**src/rtl/syn_div_pkg.sv**
```systemverilog
package syn_div_pkg;

  typedef enum logic [1:0] {
    MODE_DOUBLE = 2'd0,
    MODE_DIRECT = 2'd1,
    MODE_COARSE = 2'd2
  } lo_mode_e;

  localparam int MIN_FULL     = 272;
  localparam int MIN_COARSE   = 4;
  localparam int COARSE_SHIFT = 4;

  // Reference frequency in Hz per select code; 0 marks an inhibit code.
  function automatic int ref_freq_hz(input int code);
    case (code)
      0, 1, 2, 3: return 25000;
      4:          return 12500;
      5:          return 6250;
      6, 7:       return 3125;
      8, 9, 10:   return 5000;
      11:         return 1000;
      12:         return 3000;
      13:         return 15000;
      default:    return 0;
    endcase
  endfunction

endpackage

```
**src/rtl/syn_lo_ratio.sv**
```systemverilog
module syn_lo_ratio
  import syn_div_pkg::*;
#(
  parameter int VAL_W = 16,
  localparam int CNT_W = VAL_W + 1,
  localparam int CRS_W = VAL_W - COARSE_SHIFT
) (
  input  logic [VAL_W-1:0] value,
  input  logic             band_hi,
  input  logic             range_hi,
  output logic [CNT_W-1:0] ratio
);

  lo_mode_e         mode;
  logic [VAL_W-1:0] full_cl;
  logic [CRS_W-1:0] coarse;
  logic [CRS_W-1:0] coarse_cl;

  always_comb begin
    if (band_hi)       mode = MODE_DOUBLE;
    else if (range_hi) mode = MODE_DIRECT;
    else               mode = MODE_COARSE;
  end

  always_comb begin
    coarse    = value[VAL_W-1:COARSE_SHIFT];
    full_cl   = (value < VAL_W'(MIN_FULL)) ? VAL_W'(MIN_FULL) : value;
    coarse_cl = (coarse < CRS_W'(MIN_COARSE)) ? CRS_W'(MIN_COARSE) : coarse;
    case (mode)
      MODE_DOUBLE: ratio = {full_cl, 1'b0};
      MODE_DIRECT: ratio = {1'b0, full_cl};
      default:     ratio = CNT_W'(coarse_cl);
    endcase
  end

endmodule

```
**src/rtl/syn_ref_select.sv**
```systemverilog
module syn_ref_select
  import syn_div_pkg::*;
#(
  parameter int XTAL_HZ = 75000,
  parameter int CODE_W  = 4,
  parameter int REF_W   = 7,
  localparam int NCODES = 1 << CODE_W
) (
  input  logic [CODE_W-1:0] code,
  output logic [REF_W-1:0]  ratio,
  output logic              inhibit,
  output logic              osc_stop
);

  logic [REF_W-1:0] ratio_tab [NCODES];

  for (genvar g = 0; g < NCODES; g++) begin : g_tab
    localparam int FHZ = ref_freq_hz(g);
    localparam int RAT = (FHZ == 0) ? 0 : XTAL_HZ / ((FHZ == 0) ? 1 : FHZ);
    assign ratio_tab[g] = REF_W'(RAT);
  end

  always_comb begin
    ratio    = ratio_tab[code];
    inhibit  = (ratio == '0);
    osc_stop = (code == CODE_W'(NCODES - 2));
  end

endmodule

```
**src/rtl/syn_pulse_div.sv**
```systemverilog
module syn_pulse_div #(
  parameter int CNT_W = 17
) (
  input  logic             clk,
  input  logic             rst,
  input  logic             run,
  input  logic             tick,
  input  logic [CNT_W-1:0] ratio,
  output logic             pulse
);

  logic [CNT_W-1:0] cnt;
  logic [CNT_W-1:0] ratio_q;
  logic             last;

  assign last = (cnt == ratio_q - CNT_W'(1));

  always_ff @(posedge clk) begin
    if (rst) begin
      cnt     <= '0;
      ratio_q <= '0;
      pulse   <= 1'b0;
    end else begin
      ratio_q <= ratio;
      if (!run || (ratio != ratio_q)) begin
        cnt   <= '0;
        pulse <= 1'b0;
      end else if (tick) begin
        pulse <= last;
        cnt   <= last ? '0 : cnt + CNT_W'(1);
      end else begin
        pulse <= 1'b0;
      end
    end
  end

endmodule

```
**src/rtl/syn_divref_top.sv**
```systemverilog
module syn_divref_top #(
  parameter int VAL_W   = 16,
  parameter int CODE_W  = 4,
  parameter int XTAL_HZ = 75000,
  localparam int CNT_W  = VAL_W + 1,
  localparam int REF_W  = $clog2(XTAL_HZ / 1000 + 1)
) (
  input  logic              clk,
  input  logic              rst,
  input  logic              lo_tick,
  input  logic              xtal_tick,
  input  logic [VAL_W-1:0]  div_value,
  input  logic              band_hi,
  input  logic              range_hi,
  input  logic [CODE_W-1:0] ref_code,
  input  logic              cp_force_low,
  output logic              lo_div_pulse,
  output logic              ref_pulse,
  output logic              loop_inhibit,
  output logic              xtal_stop,
  output logic              cp_hiz,
  output logic              cp_low
);

  logic [CNT_W-1:0] lo_ratio;
  logic [REF_W-1:0] ref_ratio;
  logic             inh;
  logic             ostop;

  syn_lo_ratio #(.VAL_W(VAL_W)) lo_ratio_i (
    .value    (div_value),
    .band_hi  (band_hi),
    .range_hi (range_hi),
    .ratio    (lo_ratio)
  );

  syn_ref_select #(.XTAL_HZ(XTAL_HZ), .CODE_W(CODE_W), .REF_W(REF_W)) ref_sel_i (
    .code     (ref_code),
    .ratio    (ref_ratio),
    .inhibit  (inh),
    .osc_stop (ostop)
  );

  syn_pulse_div #(.CNT_W(CNT_W)) lo_div_i (
    .clk   (clk),
    .rst   (rst),
    .run   (~inh),
    .tick  (lo_tick),
    .ratio (lo_ratio),
    .pulse (lo_div_pulse)
  );

  syn_pulse_div #(.CNT_W(REF_W)) ref_div_i (
    .clk   (clk),
    .rst   (rst),
    .run   (~inh),
    .tick  (xtal_tick),
    .ratio (ref_ratio),
    .pulse (ref_pulse)
  );

  always_ff @(posedge clk) begin
    if (rst) begin
      loop_inhibit <= 1'b0;
      xtal_stop    <= 1'b0;
      cp_hiz       <= 1'b0;
      cp_low       <= 1'b0;
    end else begin
      loop_inhibit <= inh;
      xtal_stop    <= ostop;
      cp_low       <= cp_force_low;
      cp_hiz       <= inh & ~cp_force_low;
    end
  end

endmodule

```
**config.mk**
```make
export PLATFORM = sky130hd
export DESIGN_NAME = syn_divref_top
export DESIGN_NICKNAME = d
export VERILOG_FILES = /design/src/rtl/syn_div_pkg.sv /design/src/rtl/syn_lo_ratio.sv /design/src/rtl/syn_ref_select.sv /design/src/rtl/syn_pulse_div.sv /design/src/rtl/syn_divref_top.sv
export SDC_FILE = /design/constraint.sdc
export NUM_CORES = 1
export LEC_CHECK = 0
export ABC_AREA = 0
export CAP_MARGIN = 30
export CORE_UTILIZATION = 57
export DETAILED_ROUTE_END_ITERATION = 7
export PLACE_DENSITY_LB_ADDON = 0.15
export SYNTH_ARGS = -nofsm -noshare
export SYNTH_HDL_FRONTEND = slang
export SYNTH_SLANG_ARGS = --single-unit
```
**constraint.sdc**
```tcl
create_clock -name clk -period 3.2 [get_ports clk]
set_input_delay 0.32 -clock clk [delete_from_list [all_inputs] [get_ports clk]]
set_output_delay 0.32 -clock clk [all_outputs]
set_load 0.005 [all_outputs]
```
==> run_results.csv, run 1 <==
group,metric,value,unit
status,outcome,"complete, no violations",
layout,seqCellArea,1061,µm²
sta,finalClockSkew,5.387,ps
clocking,cts.sink_count,53,
yosys,ys_ff_latch,53,
clocking,hold_buffers,0,
clocking,cts_buffers,5,
yosys,syn_inst,443,
critical_path,cp_max_fo,18,
critical_path,cp-start-kind,"input port",
sta,clock.fmax,0.3482,GHz
layout,drive_gt1_share,9.208,%
critical_path,r2r-start,"lo_div_i.ratio_q[0]",
die,die_h,81.71,µm
layout,final_util,68.13,%
critical_path,regToRegSetupSlack,480,ps
placement,place_hpwl,6.322,mm
placement,io_buffers,32,
critical_path,required,3440,ps
die,start_util,60.09,%
power_and_ir_drop,total_power,1.431,mW
critical_path,worst_path_max_delay_cell,"or3_1",
sta,worstMarginPinSlew,600.4,ps
die,io_pins,33,
critical_path,crit_type,"in2reg",
sta,setup_viol,0,
yosys,yosysTopAreaCellShare,29.30,%
critical_path,ff2ff_path_depth,10,
critical_path,endpoint_kind,"register",
yosys,synth_flop_cell,"dfxtp_1",
sta,finalCritPeriodShare,89.75,%
route,drt-total-wl,8.304,mm
die,rows,28,
critical_path,cp.depth,8,
critical_path,cp-endpoint,"lo_div_i.cnt[2]",
job,maxCapViolations,0,
layout,fillers,509,
yosys,yosysSeqAreaShare,29.30,%
yosys,synth_common_cells,"53 x dfxtp_1, 50 x nor2_1, 38 x xnor2_1",
sta,rsz0062_at_grt,"no",
global_routing,grt.overflow.total,0,
power_and_ir_drop,power_leakage,1.450,nW
yosys,postSynthAreaPerCell,8.174,µm²
die,die_x,81.71,µm
sta,period_minus_slack,2872,ps
critical_path,cp_top_family,"simple AND/OR/NAND/NOR gates",
critical_path,r2r-end,"lo_div_i.pulse",
placement,gp_congestion,0.8710,
clocking,cts_htree_levels,2,
sta,slew_viol_final,0,
route,drt_first_pass_iters,4,
sta,setup_tns,0,ps
power_and_ir_drop,vdd_drop_max,0.0002404,V
sta,hold_viol_final,0,
placement,place_area,4018,µm²
layout,final_nets,497,
clocking,clock_latency,320,ps
route,vias_per_cell,5.974,
route,drc,0,
sta,slew_headroom,59.60,%
yosys,synthTopCellsByArea,"dfxtp_1 29%, xnor2_1 9.2%, xor2_1 8.2%",
critical_path,cpPeakStageDelay,530,ps
yosys,async_flop_share,0,%
critical_path,crit_arrival,3110,ps
sta,whs,550.3,ps
critical_path,cp_cell_sequence,"clkdlybuf4s50_1 -> or3_1 -> or3_4 -> a32oi_2 -> xnor2_1 -> nor4b_4 -> nand4_4 -> nor3_1",
clocking,post_cts_buffers,0,
route,drt_iter0_drc,200,
yosys,synth_area,3621,µm²
clocking,cts_resized,0,
yosys,synth.distinct_cells,61,
die,core_area,6026,µm²
clocking,cts.path.max_buffers,2,
yosys,yosysWarnings,0,
global_routing,grt_pass1_vias,3009,
clocking,root_buffer,"clkbuf_8",
layout,diodes,0,
yosys,synth_edf_count,0,
route,wl_per_cell,15.32,µm
yosys,synth_area_leader_cell,"dfxtp_1",
clocking,cts_tree,"yes",
route,via_count,3238,
yosys,synth_nets,474,
layout,design_area,4105,µm²
die,die_area,6676,µm²
layout,multi_input_area,2370,µm²
min_path,hp-class,"in2reg",
power_and_ir_drop,p_per_area,348.7,nW/µm²
global_routing,grt_use_total,26.97,%
yosys,yosysMostFrequentCell,"dfxtp_1",
critical_path,path_buf_inv,1,
global_routing,antenna_found_initial,0,
route,ant_nets,0,
clocking,clkTransAtPathRegs,100,ps
critical_path,crit_path_start,"div_value[11]",
global_routing,grt_pass1_wl,13.95,mm
layout,area_growth,13.37,%
global_routing,grt_max_degree,33,
-- routing by layer --
| layer | global-route usage [%] | share of wire [%] | vias up |
|---|---|---|---|
| met5 | 0 | 0 | - |
| li1 | - | - | 1625 |
| met2 | 45.42 | 48 | 70 |
| met4 | 8.947 | 1.7 | 0 |
| met3 | 3.556 | 3.3 | 13 |
| met1 | 35.41 | 47 | 1530 |
-- sequential cells by signal, indices dropped and copies added (netlist names), 6 cells and up --
| name | count |
|---|---|
| ref_div_i.ratio_q | 6 |
| lo_div_i.cnt | 17 |
| lo_div_i.ratio_q | 17 |
| ref_div_i.cnt | 7 |
-- kinds of logic (layout without fill, tap and decap cells) --
| logic type | after synthesis | in the layout | share of synthesized area, % |
|---|---|---|---|
| fa+ha+maj | 4 | 4 | 1.382 |
| mux | 10 | 10 | 2.868 |
| buf+inv | 46 | 70 | 5.494 |
| compound gates | 77 | 77 | 15.89 |
| xor+xnor | 72 | 72 | 17.42 |
| flops | 53 | 53 | 29.30 |
| simple gates | 181 | 181 | 27.64 |
-- power by group --
group          internal (mW)  switching, mW
registers              0.679         0.0350
clock network          0.155          0.231
logic                  0.159          0.172
total                  0.993          0.438
-- how the worst min path moves through the flow --
stage / start / to / slack [ps] / cells after the start
after floorplan: cp_force_low / cp_hiz / 390 / 1
after global placement: ref_div_i.cnt[6] / ref_div_i.cnt[6] / 540 / 2
after detailed placement: ref_div_i.cnt[6] / ref_div_i.cnt[6] / 550 / 2
after CTS: cp_force_low / cp_hiz / 550 / 2
after global routing: cp_force_low / cp_hiz / 580 / 2
final: cp_force_low / cp_hiz / 550 / 2
-- placed cells by master, fill, tap and decap left out, types with 9 or more instances in the layout --
master / instances
nand4_1: 14
xnor2_1: 38
nor4_1: 10
o21ai_0: 9
nor3_1: 15
clkdlybuf4s50_1: 32
buf_4: 16
dfxtp_1: 53
xor2_1: 34
nor3_2: 9
a21oi_1: 11
nor2_1: 50
inv_1: 14
nand3_1: 11
nor2b_1: 9
nand2_1: 32
-- metrics by stage --
| step | setup WS, ps | instances |
|---|---|---|
| after floorplan | 409.8 | 443 |
| after global placement | 104.8 | 534 |
| after detailed placement | 10.12 | 534 |
| after CTS | 326.0 | 542 |
| after global routing | 161.8 | 542 |
| final | 327.8 | 542 |
-- layout make-up --
| cell class | count | area share [%] |
|---|---|---|
| Clock buffer | 6 | 1.768 |
| Clock inverter | 2 | 0.3657 |
| Inverter | 14 | 1.280 |
| Multi-Input combinational cell | 344 | 57.73 |
| Sequential cell | 53 | 25.85 |
| Tap cell | 75 | 2.286 |
| Timing Repair Buffer | 48 | 10.73 |
Note: power is estimated with default switching activity, not from simulation.
==> inputs of run 2 (changes only) <==
--- a/config.mk
+++ b/config.mk
@@ -6,7 +6,8 @@
 export NUM_CORES = 1
 export LEC_CHECK = 0
 export ABC_AREA = 0
-export CAP_MARGIN = 30
+export CAP_MARGIN = 15
+export CORE_ASPECT_RATIO = 1.25
 export CORE_UTILIZATION = 57
 export DETAILED_ROUTE_END_ITERATION = 7
 export PLACE_DENSITY_LB_ADDON = 0.15
==> run 2 against run 1 <==
Against the previous run: via count increased by 1.3%; worst hold slack got worse by 1.9 ps; wire length increased by 2.4%; largest cell class unchanged.
==> run_results.csv, run 2 (synthesis gave the netlist of run 1 again) <==
group,metric,value,unit
status,outcome,"complete, no violations",
min_path,hp-class,"in2reg",
global_routing,grt.overflow.total,0,
route,wl_per_cell,15.38,µm
sta,finalCritPeriodShare,90.84,%
global_routing,grt_pass1_wl,14.51,mm
placement,io_buffers,32,
global_routing,antenna_found_initial,0,
sta,worstMarginPinSlew,580.1,ps
layout,fin_cells,553,
layout,seqCellArea,1061,µm²
layout,final_nets,498,
critical_path,cp_max_fo,18,
die,core_area,6166,µm²
clocking,cts_htree_levels,2,
clocking,cts_buffers,5,
sta,clock.fmax,0.3440,GHz
sta,rsz0062_at_grt,"no",
route,drt_first_pass_iters,4,
clocking,cts.path.max_buffers,2,
power_and_ir_drop,clock_power_share,31.7,%
die,io_pins,33,
power_and_ir_drop,seq_power_share,46.5,%
sta,period_minus_slack,2907,ps
critical_path,path_buf_inv,1,
power_and_ir_drop,power_leakage,1.474,nW
clocking,root_buffer,"clkbuf_8",
clocking,hold_buffers,0,
layout,drive_gt1_share,9.615,%
sta,whs,548.4,ps
power_and_ir_drop,vdd_drop_max,0.0003124,V
die,rows,32,
critical_path,crit_type,"in2reg",
layout,diodes,0,
clocking,post_cts_buffers,0,
layout,reg.largest.list,"lo_div_i.cnt x17, lo_div_i.ratio_q x17, ref_div_i.cnt x7",
clocking,cts.sink_count,53,
critical_path,cp_cell_sequence,"clkdlybuf4s50_1 -> or4_4 -> or3_4 -> a32oi_1 -> xor2_1 -> o2111a_1 -> nand4_4 -> nor3_1",
layout,fillers,543,
clocking,cts_resized,0,
die,die_h,91.11,µm
power_and_ir_drop,switching_share,28.66,%
sta,hold_viol_final,0,
layout,area_growth,14.82,%
sta,finalClockSkew,8.388,ps
job,maxCapViolations,0,
sta,slew_viol_final,0,
layout,layout_commonest_cell,"dfxtp_1",
layout,final_util,67.43,%
route,drc,0,
route,drt_iter0_drc,272,
critical_path,worst_path_max_delay_cell,"or4_4",
clocking,clock_latency,310,ps
power_and_ir_drop,p_sw,0.4396,mW
global_routing,grt_max_degree,27,
critical_path,cp-start-kind,"input port",
route,ant_nets,0,
layout,multi_input_area,2370,µm²
critical_path,cp_top_family,"simple AND/OR/NAND/NOR gates",
clocking,cts_tree,"yes",
global_routing,grt_use_total,27.39,%
layout,mostFrequentLayoutCells,"53 x dfxtp_1, 50 x nor2_1, 38 x xnor2_1",
route,drt-total-wl,8.506,mm
critical_path,cpPeakStageDelay,610,ps
sta,slew_headroom,60.97,%
die,die_area,6677,µm²
critical_path,required,3430,ps
placement,place_hpwl,6.587,mm
power_and_ir_drop,intPower,1.094,mW
placement,gp_congestion,0.8522,
placement,place_inst,545,
sta,setup_viol,0,
sta,setup_tns,0,ps
global_routing,grt_pass1_vias,3267,
die,die_x,73.29,µm
critical_path,endpoint_kind,"register",
power_and_ir_drop,p_per_area,368.9,nW/µm²
critical_path,crit_arrival,3140,ps
clocking,clkTransAtPathRegs,100,ps
route,via_count,3281,
die,start_util,58.73,%
route,vias_per_cell,5.933,
power_and_ir_drop,p_comb_share,21.8,%
==> run 2: cell count changes in the layout (fill, tap and decap cells not counted), sizes merged <==
cell and change:
clkinvlp -1, bufinv +1, buf +1
==> run 2: routing by layer <==
metal | part of all wire [%] | global-route usage [%]
met1 | 40 | 29.91
met2 | 53 | 49.69
met3 | 3.3 | 4.772
met4 | 3.5 | 12.98
met5 | 0 | 0
==> run 2: through the flow <==
stage,total power [mW],setup WS [ps],area (µm²)
after floorplan,0.9490,409.8,3621
after global placement,1.053,67.55,4038
after detailed placement,1.061,-18.52,4038
after CTS,1.546,282.8,4158
after global routing,1.607,109.8,4158
final,1.534,293.0,4158
==> run 2: final timing paths <==
kind	start	cells past startpoint	end	slack, ps
worst max-delay path	div_value[9]	8	lo_div_i.cnt[7]	290
worst min-delay path	cp_force_low	2	cp_hiz	550
worst max register to register	lo_div_i.ratio_q[0]	8	lo_div_i.pulse	420
worst min register to register	ref_div_i.cnt[6]	2	ref_div_i.cnt[6]	570
==> run 2: cell type report <==
type                       count  area share (%)
clock buffer                   6           1.986
clock inverter                 2          0.9028
inverter                      14           1.264
multi-input combinational    344           57.00
sequential                    53           25.52
tap                           85           2.558
timing repair buffer          49           10.77
==> run 2: worst reg2reg max path, delay by kind of cell, from the launching register on <==
family                   cells  cell delay [ps]
flip-flops                   1              400
buffers and inverters        2              380
adder cells (fa/ha/maj)      1              210
AND/OR/NAND/NOR              3              960
AO/OA/AOI/OAI                2              760
==> run 2: power groups by stage <==
stage | combinational (mW) | clock (mW) | sequential [mW]
floorplan | 0.240 | 0 | 0.709
global placement | 0.326 | 0 | 0.728
detailed placement | 0.332 | 0 | 0.729
CTS | 0.335 | 0.498 | 0.714
global route | 0.368 | 0.521 | 0.718
finish | 0.335 | 0.486 | 0.714
